`src/rtl/sp_pkg.sv`:
```
package sp_pkg;
  typedef enum logic [3:0] {
    OP_NOP     = 4'd0,
    OP_SS_PUSH = 4'd1,
    OP_SS_POP  = 4'd2,
    OP_SS_WR   = 4'd3,
    OP_SS_RD   = 4'd4,
    OP_SS_DEC  = 4'd5,
    OP_RS_PUSH = 4'd6,
    OP_RS_POP  = 4'd7,
    OP_RS_WR   = 4'd8,
    OP_RS_RD   = 4'd9,
    OP_RS_ADD  = 4'd10,
    OP_RS_SUB1 = 4'd11,
    OP_RS_SUB4 = 4'd12,
    OP_LIM_LD  = 4'd13,
    OP_GS_PUSH = 4'd14,
    OP_GS_POP  = 4'd15
  } sp_op_e;
endpackage

```
`src/rtl/stk_ptr_next.sv`:
```
module stk_ptr_next
  import sp_pkg::*;
#(
  parameter int PTR_W = 6
) (
  input  sp_op_e             op_i,
  input  logic [1:0]         idx_i,
  input  logic               sel_glob_i,
  input  logic [PTR_W-1:0]   wr_val_i,
  input  logic [PTR_W-1:0]   pop_val_i,
  input  logic [PTR_W-1:0]   ssp_i,
  input  logic [PTR_W-1:0]   lsp_i,
  input  logic [PTR_W-1:0]   gsp_i,
  output logic [PTR_W-1:0]   ssp_d_o,
  output logic [PTR_W-1:0]   lsp_d_o,
  output logic [PTR_W-1:0]   gsp_d_o,
  output logic [PTR_W-1:0]   addr_o,
  output logic               we_o,
  output logic               ss_push_o,
  output logic               rs_push_o,
  output logic [PTR_W-1:0]   ss_new_o,
  output logic [PTR_W-1:0]   rs_new_o
);
  logic [PTR_W-1:0] rsp, ss_inc, ss_dec, rs_inc, rs_dec, add_amt, rs_d;
  logic             gsp_pop;

  assign rsp     = sel_glob_i ? gsp_i : lsp_i;
  assign ss_inc  = ssp_i + PTR_W'(1);
  assign ss_dec  = ssp_i - PTR_W'(1);
  assign rs_inc  = rsp + PTR_W'(1);
  assign rs_dec  = rsp - PTR_W'(1);
  // index code 0 stands for 4
  assign add_amt = (idx_i == 2'd0) ? PTR_W'(4) : PTR_W'(idx_i);

  always_comb begin
    ssp_d_o   = ssp_i;
    rs_d      = rsp;
    addr_o    = ssp_i;
    we_o      = 1'b0;
    ss_push_o = 1'b0;
    rs_push_o = 1'b0;
    gsp_pop   = 1'b0;
    case (op_i)
      OP_SS_PUSH, OP_GS_PUSH: begin
        ssp_d_o = ss_inc; addr_o = ss_inc; we_o = 1'b1; ss_push_o = 1'b1;
      end
      OP_SS_POP:  ssp_d_o = ss_dec;
      OP_GS_POP:  begin ssp_d_o = ss_dec; gsp_pop = 1'b1; end
      OP_SS_WR:   ssp_d_o = wr_val_i;
      OP_SS_DEC:  ssp_d_o = ss_dec;
      OP_RS_PUSH: begin
        rs_d = rs_dec; addr_o = rs_dec; we_o = 1'b1; rs_push_o = 1'b1;
      end
      OP_RS_POP:  begin rs_d = rs_inc; addr_o = rsp; end
      OP_RS_WR:   rs_d = wr_val_i;
      OP_RS_ADD:  rs_d = rsp + add_amt;
      OP_RS_SUB1: rs_d = rs_dec;
      OP_RS_SUB4: rs_d = rsp - PTR_W'(4);
      default: ;
    endcase
  end

  assign lsp_d_o  = sel_glob_i ? lsp_i : rs_d;
  assign gsp_d_o  = gsp_pop ? pop_val_i : (sel_glob_i ? rs_d : gsp_i);
  assign ss_new_o = ss_inc;
  assign rs_new_o = rs_dec;
endmodule

```
`src/rtl/stk_limit_unit.sv`:
```
module stk_limit_unit #(
  parameter int PTR_W = 6,
  parameter int LIM_W = 4,
  parameter int VEC_W = 4
) (
  input  logic             clk_i,
  input  logic             rst_ni,
  input  logic             lim_ld_i,
  input  logic [LIM_W-1:0] lim_val_i,
  input  logic [VEC_W-1:0] vec_val_i,
  input  logic             ss_push_i,
  input  logic             rs_push_i,
  input  logic [PTR_W-1:0] ss_new_i,
  input  logic [PTR_W-1:0] rs_new_i,
  output logic             ovf_o,
  output logic [VEC_W-1:0] vec_o
);
  localparam int LOW_W = PTR_W - LIM_W;

  logic [LIM_W-1:0] lim_q;
  logic             ss_hit, rs_hit;

  assign ss_hit = ss_push_i && (ss_new_i == {lim_q, {LOW_W{1'b0}}});
  assign rs_hit = rs_push_i && (rs_new_i == {lim_q, {LOW_W{1'b1}}});

  always_ff @(posedge clk_i or negedge rst_ni) begin
    if (!rst_ni) begin
      lim_q <= '0;
      vec_o <= '0;
      ovf_o <= 1'b0;
    end else if (lim_ld_i) begin
      lim_q <= lim_val_i;
      vec_o <= vec_val_i;
      ovf_o <= 1'b0;
    end else if (ss_hit || rs_hit) begin
      ovf_o <= 1'b1;
    end
  end
endmodule

```
`src/rtl/stk_ptr_unit.sv`:
```
module stk_ptr_unit
  import sp_pkg::*;
#(
  parameter int PTR_W  = 6,
  parameter int LIM_W  = 4,
  parameter int VEC_W  = 4,
  parameter int DATA_W = 16
) (
  input  logic              clk_i,
  input  logic              rst_ni,
  input  logic [3:0]        op_i,
  input  logic [1:0]        idx_i,
  input  logic              sel_glob_i,
  input  logic [DATA_W-1:0] data_i,
  input  logic [DATA_W-1:0] ram_rdata_i,
  output logic [PTR_W-1:0]  ram_addr_o,
  output logic              ram_we_o,
  output logic [DATA_W-1:0] ram_wdata_o,
  output logic [DATA_W-1:0] rd_data_o,
  output logic [VEC_W-1:0]  vec_ptr_o,
  output logic              ovf_irq_o
);
  localparam int LOW_W = PTR_W - LIM_W;
  localparam int PAD_W = DATA_W - PTR_W;

  sp_op_e           op;
  logic [PTR_W-1:0] ssp_q, lsp_q, gsp_q, ssp_d, lsp_d, gsp_d;
  logic [PTR_W-1:0] ss_new, rs_new, rsp;
  logic             ss_push, rs_push;

  assign op  = sp_op_e'(op_i);
  assign rsp = sel_glob_i ? gsp_q : lsp_q;

  stk_ptr_next #(.PTR_W(PTR_W)) u_next (
    .op_i      (op),
    .idx_i     (idx_i),
    .sel_glob_i(sel_glob_i),
    .wr_val_i  (data_i[PTR_W-1:0]),
    .pop_val_i (ram_rdata_i[PTR_W-1:0]),
    .ssp_i     (ssp_q),
    .lsp_i     (lsp_q),
    .gsp_i     (gsp_q),
    .ssp_d_o   (ssp_d),
    .lsp_d_o   (lsp_d),
    .gsp_d_o   (gsp_d),
    .addr_o    (ram_addr_o),
    .we_o      (ram_we_o),
    .ss_push_o (ss_push),
    .rs_push_o (rs_push),
    .ss_new_o  (ss_new),
    .rs_new_o  (rs_new)
  );

  stk_limit_unit #(.PTR_W(PTR_W), .LIM_W(LIM_W), .VEC_W(VEC_W)) u_lim (
    .clk_i    (clk_i),
    .rst_ni   (rst_ni),
    .lim_ld_i (op == OP_LIM_LD),
    .lim_val_i(data_i[LOW_W +: LIM_W]),
    .vec_val_i(data_i[DATA_W-1 -: VEC_W]),
    .ss_push_i(ss_push),
    .rs_push_i(rs_push),
    .ss_new_i (ss_new),
    .rs_new_i (rs_new),
    .ovf_o    (ovf_irq_o),
    .vec_o    (vec_ptr_o)
  );

  always_ff @(posedge clk_i or negedge rst_ni) begin
    if (!rst_ni) begin
      ssp_q <= '0;
      lsp_q <= '0;
      gsp_q <= '0;
    end else begin
      ssp_q <= ssp_d;
      lsp_q <= lsp_d;
      gsp_q <= gsp_d;
    end
  end

  assign ram_wdata_o = (op == OP_GS_PUSH) ? {{PAD_W{1'b0}}, gsp_q} : data_i;

  always_comb begin
    case (op)
      OP_SS_RD:             rd_data_o = {{PAD_W{1'b0}}, ssp_q};
      OP_RS_RD:             rd_data_o = {{PAD_W{1'b0}}, rsp};
      OP_SS_POP, OP_RS_POP: rd_data_o = ram_rdata_i;
      default:              rd_data_o = '0;
    endcase
  end
endmodule

```
`config.mk`:
```
export PLATFORM = sky130hd
export DESIGN_NAME = stk_ptr_unit
export DESIGN_NICKNAME = d
export VERILOG_FILES = /design/src/rtl/sp_pkg.sv /design/src/rtl/stk_ptr_next.sv /design/src/rtl/stk_limit_unit.sv /design/src/rtl/stk_ptr_unit.sv
export SDC_FILE = /design/constraint.sdc
export NUM_CORES = 1
export LEC_CHECK = 0
export CAP_MARGIN = 25
export CORE_MARGIN = 1
export CORE_UTILIZATION = 25
export CTS_CLUSTER_DIAMETER = 120
export CTS_CLUSTER_SIZE = 14
export DETAILED_ROUTE_END_ITERATION = 8
export PLACE_DENSITY_LB_ADDON = 0.12
export SYNTH_ARGS = -nofsm -noshare
export SYNTH_HDL_FRONTEND = slang
export SYNTH_SLANG_ARGS = --single-unit
```
`constraint.sdc`:
```
create_clock -name clk_i -period 2.75 [get_ports clk_i]
set_input_delay 0.4125 -clock clk_i [delete_from_list [all_inputs] [get_ports clk_i]]
set_output_delay 0.4125 -clock clk_i [all_outputs]
set_load 0.01 [all_outputs]
```
==> metrics, run 1 <==
pins over their slew limit=0; Final Critical Period=2.695 ns; total of flip-flops plus latches after synthesis=27; GRT Overall Usage=18.22%; Num CTS Buffers=3; Critical Path Start Type=input port; cell with the biggest individual delay on the critical path=sky130_fd_sc_hd__clkdlybuf4s50_1; number of violations reported at the end of detailed-routing iteration 0=208; synth-to-layout area growth=51.42%; DIE WIDTH=114.7 um; Clock Tree Buf Depth=2; wire length reported by the detailed router=11.75 mm; period utilisation layout=97.99%; xor/xnor cell area share of the yosys netlist=8.826%; setup slack of the most critical reg-to-reg path=0.33 ns; final setup violation count=0; Storage cell area=675.6 um^2; number of distinct library cells after synthesis=83; unrepaired setup endpoints after global routing=yes; Worst Path Buf+Inv=6; antenna violations before repair=0; accumulated negative setup slack=0 ns; Worst Max-Slew Pin Slew=0.4772 ns; Synth Flop Type=sky130_fd_sc_hd__dfrtp_1; final-stage net count=577; largest family of logic cells by synthesized area=compound AO/OA/AOI/OAI gates; # fillers=1310; per-cell routed wire length=16.95 um; quantity of I/O buffers inserted on ports=84; worst path cell trace=clkdlybuf4s50_1, buf_6, buf_4, nor2b_4, nor4_4, buf_6, buf_4, a22oi_1, o21ai_0, clkdlybuf4s15_2; Cells after Synth=378; fraction of final layout cells with drive strength greater than 1=27.81%; fraction of the mapped netlist area in compound gates=26.04%; number of enable-type register cells in the synthesized netlist=0; pwr dens=546.3 nW/um^2; library cell used as clock root buffer=sky130_fd_sc_hd__clkbuf_16; clock tree from TritonCTS=yes; sequential element share of the synthesized area=21.28%; core outline area=12210 um^2; number of max-capacitance violations reported=0; type of the worst min-delay path=flip-flop to flip-flop; number of remaining DRC errors=0; maximum cell stage delay along the critical path=0.49 ns; arrival time worst endpoint=2.28 ns; ant diodes=0; Post-Syn Area=3176 um^2; site row count=40; maximum achievable frequency=371.1 MHz; Antenna Nets Post-Route=0; post-synthesis async set-or-reset flop share=100.0%; area share of and/or/nand/nor cells after synthesis=24.63%; net count after synthesis=429; Warnings, synthesis=0; status=completed; critical path endpoint category=output port; Top Family by Delay on Critical Path=buffers and inverters; routed vias=3382; critical path peak fanout=6; mux contribution to synthesized area=7.526%; required time of the worst setup path=2.34 ns; number of global-route vias before repair=3358; ports placed on the boundary=85; Hold Vio Cnt, Final=0; number of levels the H-tree was split into=1; Total Die Area=13160 um^2; residual overflow from global routing=0; global-route wire length before repair=18.42 mm; global placer's final weighted congestion=0.8746; Slew HR=68.09%; clk slew on worst S/H paths=0.08 ns; clock latency reported for the late side of the worst-skew pair=0.27 ns; total cell area at the placement stage=4656 um^2; largest net degree at the start of global routing=28; Synth Area in Adders=4.177%; mean instance size in the synthesized netlist=8.401 um^2; Multi-input gate area=2310 um^2; number of detailed-route iterations in the first pass=5; number of clock sinks=27; leak pwr=2.134 nW; routed vias/inst=4.880; cell area after layout=4808 um^2; Fin Clk Skew=0.005823 ns; initial core utilization=26.00%; crit path kind=input port to output port; Vert. Die Dim=114.7 um; detailed placement HPWL=9.349 mm; Worst IR Drop VDD=0.2602 mV
## through the flow
step	cells	total power, mW	util, %	setup slack, ns	hold slack (ns)
final	693	2.627	39.38	0.05529	0.5208
after global routing	693	2.821	39.38	-0.02112	0.5493
after CTS	693	2.639	39.15	-0.009912	0.5243
after detailed placement	686	2.284	38.13	-0.5021	0.4958
after global placement	686	2.290	38.13	-0.4652	0.4885
after floorplan	378	1.586	-	0.2672	0.1169
## metal layers
metal  routed length [um]  track usage (%)  up-vias
met5                    0                0        -
met4                  182            4.502        0
met3                  746            3.017       13
met2                 5302            29.94      127
met1                 5516            24.85     1587
li1                     -                -     1655
## synth_stat cells, types with 9 or more instances
cell type / n / share of area, %
sky130_fd_sc_hd__a21oi_1: 32 / 5.0
sky130_fd_sc_hd__and2_1: 20 / 3.9
sky130_fd_sc_hd__buf_6: 9 / 3.2
sky130_fd_sc_hd__dfrtp_1: 27 / 21
sky130_fd_sc_hd__ha_1: 9 / 3.5
sky130_fd_sc_hd__inv_1: 16 / 1.9
sky130_fd_sc_hd__mux2_2: 13 / 4.6
sky130_fd_sc_hd__nand2_1: 33 / 3.9
sky130_fd_sc_hd__nor2_1: 31 / 3.7
sky130_fd_sc_hd__nor3_1: 12 / 1.9
sky130_fd_sc_hd__o21ai_0: 15 / 2.4
sky130_fd_sc_hd__xnor2_1: 12 / 3.3
## sequential cells by signal (all words and copies together), names as in the netlist
name,flops
u_lim.lim_q,4
lsp_q,6
u_lim.ovf_o,1
ssp_q,6
u_lim.vec_o,4
gsp_q,6
## cells in the final DEF (no fill, tap or decap), drive strengths merged, types with 4 or more instances in the layout
| cell | count |
|---|---|
| nand2 | 34 |
| buf | 83 |
| nand3 | 9 |
| nand2b | 8 |
| a22oi | 7 |
| xnor2 | 13 |
| dlygate4sd2 | 21 |
| clkbuf | 4 |
| clkdlybuf4s50 | 58 |
| nor2b | 7 |
| o22ai | 8 |
| inv | 18 |
| dfrtp | 27 |
| a21oi | 34 |
| xor2 | 9 |
| nor3 | 14 |
| and2 | 20 |
| o21ai | 21 |
| a21o | 4 |
| mux2i | 6 |
| ha | 9 |
| nor2 | 33 |
| mux2 | 13 |
| a221o | 4 |
## what timing repair did
item / 4_1_cts / 5_1_grt
endpoints found under the setup margin: 34 / 21
resized for setup: 39 / 12
setup buffers: 3 / 0
hold buffers: 0 / 0
pin swaps: 1 / 1
## cell type report
| cell class | count | area share (%) |
|---|---|---|
| Clock buffer | 3 | 1.561 |
| Clock inverter | 1 | 0.1041 |
| Inverter | 18 | 1.405 |
| Multi-Input combinational cell | 309 | 48.04 |
| Sequential cell | 27 | 14.05 |
| Tap cell | 168 | 4.372 |
| Timing Repair Buffer | 167 | 30.47 |
## path summary, 6_finish.rpt
check / from / endpoint / depth (start not counted)
max: op_i[2] / rd_data_o[2] / 10
min: u_lim.vec_o[3] / u_lim.vec_o[3] / 1
max reg2reg: gsp_q[0] / gsp_q[1] / 12
min reg2reg: u_lim.vec_o[3] / u_lim.vec_o[3] / 1
max in group asynchronous: rst_ni / gsp_q[0] / 2
min in group asynchronous: rst_ni / u_lim.vec_o[3] / 2
## cells by family (layout without fill, tap and decap cells)
family	Yosys count	count (layout)
fa+ha+maj	10	10
xor+xnor	24	24
mux	19	19
compound gates	115	115
buf+inv	42	189
simple gates	141	141
flops	27	27
## where the power goes
| part | switching [mW] | internal, mW | total, mW |
|---|---|---|---|
| clock | 0.154 | 0.197 | 0.351 |
| combinational | 0.799 | 0.836 | 1.63 |
| sequential | 0.130 | 0.511 | 0.641 |
| total | 1.08 | 1.54 | 2.63 |
(Power assumes the default switching activity.)
==> inputs of run 2 (changes only) <==
--- a/config.mk
+++ b/config.mk
@@ -6,7 +6,6 @@
 export NUM_CORES = 1
 export LEC_CHECK = 0
 export CAP_MARGIN = 25
-export CORE_MARGIN = 1
 export CORE_UTILIZATION = 25
 export CTS_CLUSTER_DIAMETER = 120
 export CTS_CLUSTER_SIZE = 14
==> results of run 2 <==
Final layout, timing and power as in run 1 (identical DEF).
==> inputs of run 3 (changes only) <==
--- a/config.mk
+++ b/config.mk
@@ -5,11 +5,13 @@
 export SDC_FILE = /design/constraint.sdc
 export NUM_CORES = 1
 export LEC_CHECK = 0
+export ABC_AREA = 0
 export CAP_MARGIN = 25
 export CORE_UTILIZATION = 25
 export CTS_CLUSTER_DIAMETER = 120
 export CTS_CLUSTER_SIZE = 14
 export DETAILED_ROUTE_END_ITERATION = 8
+export GPL_TIMING_DRIVEN = 0
 export PLACE_DENSITY_LB_ADDON = 0.12
 export SYNTH_ARGS = -nofsm -noshare
 export SYNTH_HDL_FRONTEND = slang
==> run 3 against run 2 <==
Against the previous run: count of clock-buffer cells in the layout is the same; combinational power shrank 6%; die area is the same; global-route usage shrank 0.12 points; clock skew is essentially flat; register-to-register slack lost 0.11 ns.
==> metrics, run 3 (synthesis results as in run 1) <==
synth-to-layout area growth=43.14%; part of the total power dissipated in sequential elements=25.7% (+1.3 points); ant diodes=0 (unchanged); fraction of final layout cells with drive strength greater than 1=22.43% (-5.4 points); Critical Path Start Type=flip-flop; Clock Tree Buf Depth=2 (unchanged); routed vias=3280 (-3.0%); critical path launch point=lsp_q[2]; status=completed; number of max-capacitance violations reported=0 (unchanged); arrival time worst endpoint=2.20 ns (-0.08 ns); pins over their slew limit=0 (unchanged); residual overflow from global routing=0 (unchanged); critical path peak fanout=4 (-2); quantity of I/O buffers inserted on ports=80 (-4.8%); clock latency reported for the late side of the worst-skew pair=0.27 ns (about the same); Slew HR=55.78% (-12 points); number of levels the H-tree was split into=1 (unchanged); GRT Overall Usage=18.10% (-0.12 points); CTS hold repair buffers=0 (unchanged); final cell count without fillers=654 (-5.6%); largest net degree at the start of global routing=28 (unchanged); Hold Vio Cnt, Final=0 (unchanged); final setup violation count=0 (unchanged); number of detailed-route iterations in the first pass=4 (-1); Cell Count Post-Placement=626 (-8.7%); clock group share of total power=14.0% (+0.6 points); global placer's final weighted congestion=0.8355 (-4.5%); Switch Pwr=1.081 mW (-0.16%); period utilisation layout=94.83% (-3.2 points); leading cell types in the layout, fill and taps excluded=sky130_fd_sc_hd__clkdlybuf4s50_1 (56), sky130_fd_sc_hd__nand2_1 (32), sky130_fd_sc_hd__nor2_1 (30), sky130_fd_sc_hd__a21oi_1 (30), sky130_fd_sc_hd__buf_4 (26); Vert. Die Dim=114.7 um (unchanged); maximum achievable frequency=383.5 MHz (+3.3%); number of violations reported at the end of detailed-routing iteration 0=196 (-5.8%); Fin Clk Skew=0.005441 ns (-0.0003816 ns); number of clock sinks=27 (unchanged); ports placed on the boundary=85 (unchanged); proportion of total power due to net switching=42.67% (+1.4 points); Power Internal=1.453 mW (-5.9%); placement-stage worst setup slack=-0.5246 ns (-0.02250 ns); core outline area=12210 um^2 (unchanged); cell area after layout=4546 um^2 (-5.5%); total cell area at the placement stage=4182 um^2 (-10%); Antenna Nets Post-Route=0 (unchanged); pwr dens=557.4 nW/um^2 (+2.0%); final setup slack of the worst path=0.1423 ns (+0.08702 ns); largest registers=gsp_q x6, lsp_q x6, ssp_q x6; unrepaired setup endpoints after global routing=no; Worst IR Drop VDD=0.2944 mV (+13%); detailed placement HPWL=8.812 mm (-5.7%); crit path kind=flip-flop to output port; Final Critical Period=2.608 ns (-0.08702 ns); library cell used as clock root buffer=sky130_fd_sc_hd__clkbuf_16; most common library cell in the layout ignoring fill and taps=sky130_fd_sc_hd__clkdlybuf4s50_1; required time of the worst setup path=2.34 ns (about the same); routed vias/inst=5.015 (+2.8%); wire length reported by the detailed router=11.63 mm (-1.0%); clk slew on worst S/H paths=0.08 ns (about the same); minimum hold slack=0.1678 ns (-0.3530 ns); initial core utilization=26.00% (unchanged); DIE WIDTH=114.7 um (unchanged); global-route wire length before repair=18.09 mm (-1.8%); final-stage net count=538 (-6.8%); overall power of the completed layout=2.534 mW (-3.5%); Comb pwr share=60.4% (-1.8 points); launch instance of the worst register-to-register path=gsp_q[0]; Worst Max-Slew Pin Slew=0.6634 ns (+0.1862 ns); critical path endpoint category=output port; per-cell routed wire length=17.78 um (+4.9%); Num CTS Buffers=3 (unchanged); antenna violations before repair=0 (unchanged); clock tree from TritonCTS=yes; leak pwr=1.921 nW (-10%); type of the worst min-delay path=input port to async pin; site row count=40 (unchanged); number of global-route vias before repair=3220 (-4.1%); number of remaining DRC errors=0 (unchanged); Total Die Area=13160 um^2 (unchanged)
## run 3: cell type report
class / instances / area (um^2)
Clock buffer: 3 / 75.07
Tap cell: 168 / 210.2
Timing Repair Buffer: 104 / 948.4
Clock inverter: 1 / 5.005
Inverter: 18 / 67.56
Multi-Input combinational cell: 309 / 2367
Buffer: 24 / 193.9
Sequential cell: 27 / 678.2
Fill cell: 1313 / 7666
## run 3: final timing paths
path | slack, ns | depth (start not counted) | endpoint
worst max-delay path | 0.14 | 6 | ram_addr_o[5]
worst min-delay path | 0.17 | 1 | u_lim.vec_o[3]
worst max register to register | 0.22 | 11 | gsp_q[1]
worst min register to register | 0.51 | 1 | u_lim.vec_o[3]
max in group asynchronous | 2.12 | 1 | ssp_q[0]
min in group clk_i | 0.51 | 1 | u_lim.vec_o[3]
## run 3: per-stage QoR
step	util [%]	TNS, ns
2_1_floorplan	-	0
3_3_place_gp	34.28	-11.59
3_5_place_dp	34.24	-11.48
4_1_cts	36.90	0
5_1_grt	37.22	0
6_report	37.22	0
## run 3: power by group through the flow
| stage | sequential [mW] | combinational, mW | clock (mW) |
|---|---|---|---|
| 2_1_floorplan | 0.615 | 0.970 | 0 |
| 3_3_place_gp | 0.639 | 1.44 | 0 |
| 3_5_place_dp | 0.640 | 1.44 | 0 |
| 4_1_cts | 0.648 | 1.50 | 0.364 |
| 5_1_grt | 0.669 | 1.66 | 0.382 |
| 6_report | 0.650 | 1.53 | 0.355 |
## run 3: metal layers
metal	global-route usage, %	share of wire (%)	vias to the layer above
li1	-	-	1579
met4	3.030	0.54	0
met1	25.39	46	1577
met3	2.859	7.0	4
met5	0	0	-
met2	29.66	46	120
## run 3: timing repair
action / CTS / global route
setup endpoints to repair: 27 / 2
cloned: 1 / 0
resized for setup: 53 / 2
pin swaps: 6 / 0
buffers inserted: 19 / 4
## run 3: worst max-delay path, stage by stage, from the launching register on
cell	delay [ns]
sky130_fd_sc_hd__dfrtp_1	0.44
sky130_fd_sc_hd__nor4_4	0.34
sky130_fd_sc_hd__o22ai_1	0.20
sky130_fd_sc_hd__xnor2_2	0.25
sky130_fd_sc_hd__o21ai_1	0.09
sky130_fd_sc_hd__a41oi_1	0.29
sky130_fd_sc_hd__dlygate4sd2_1	0.31
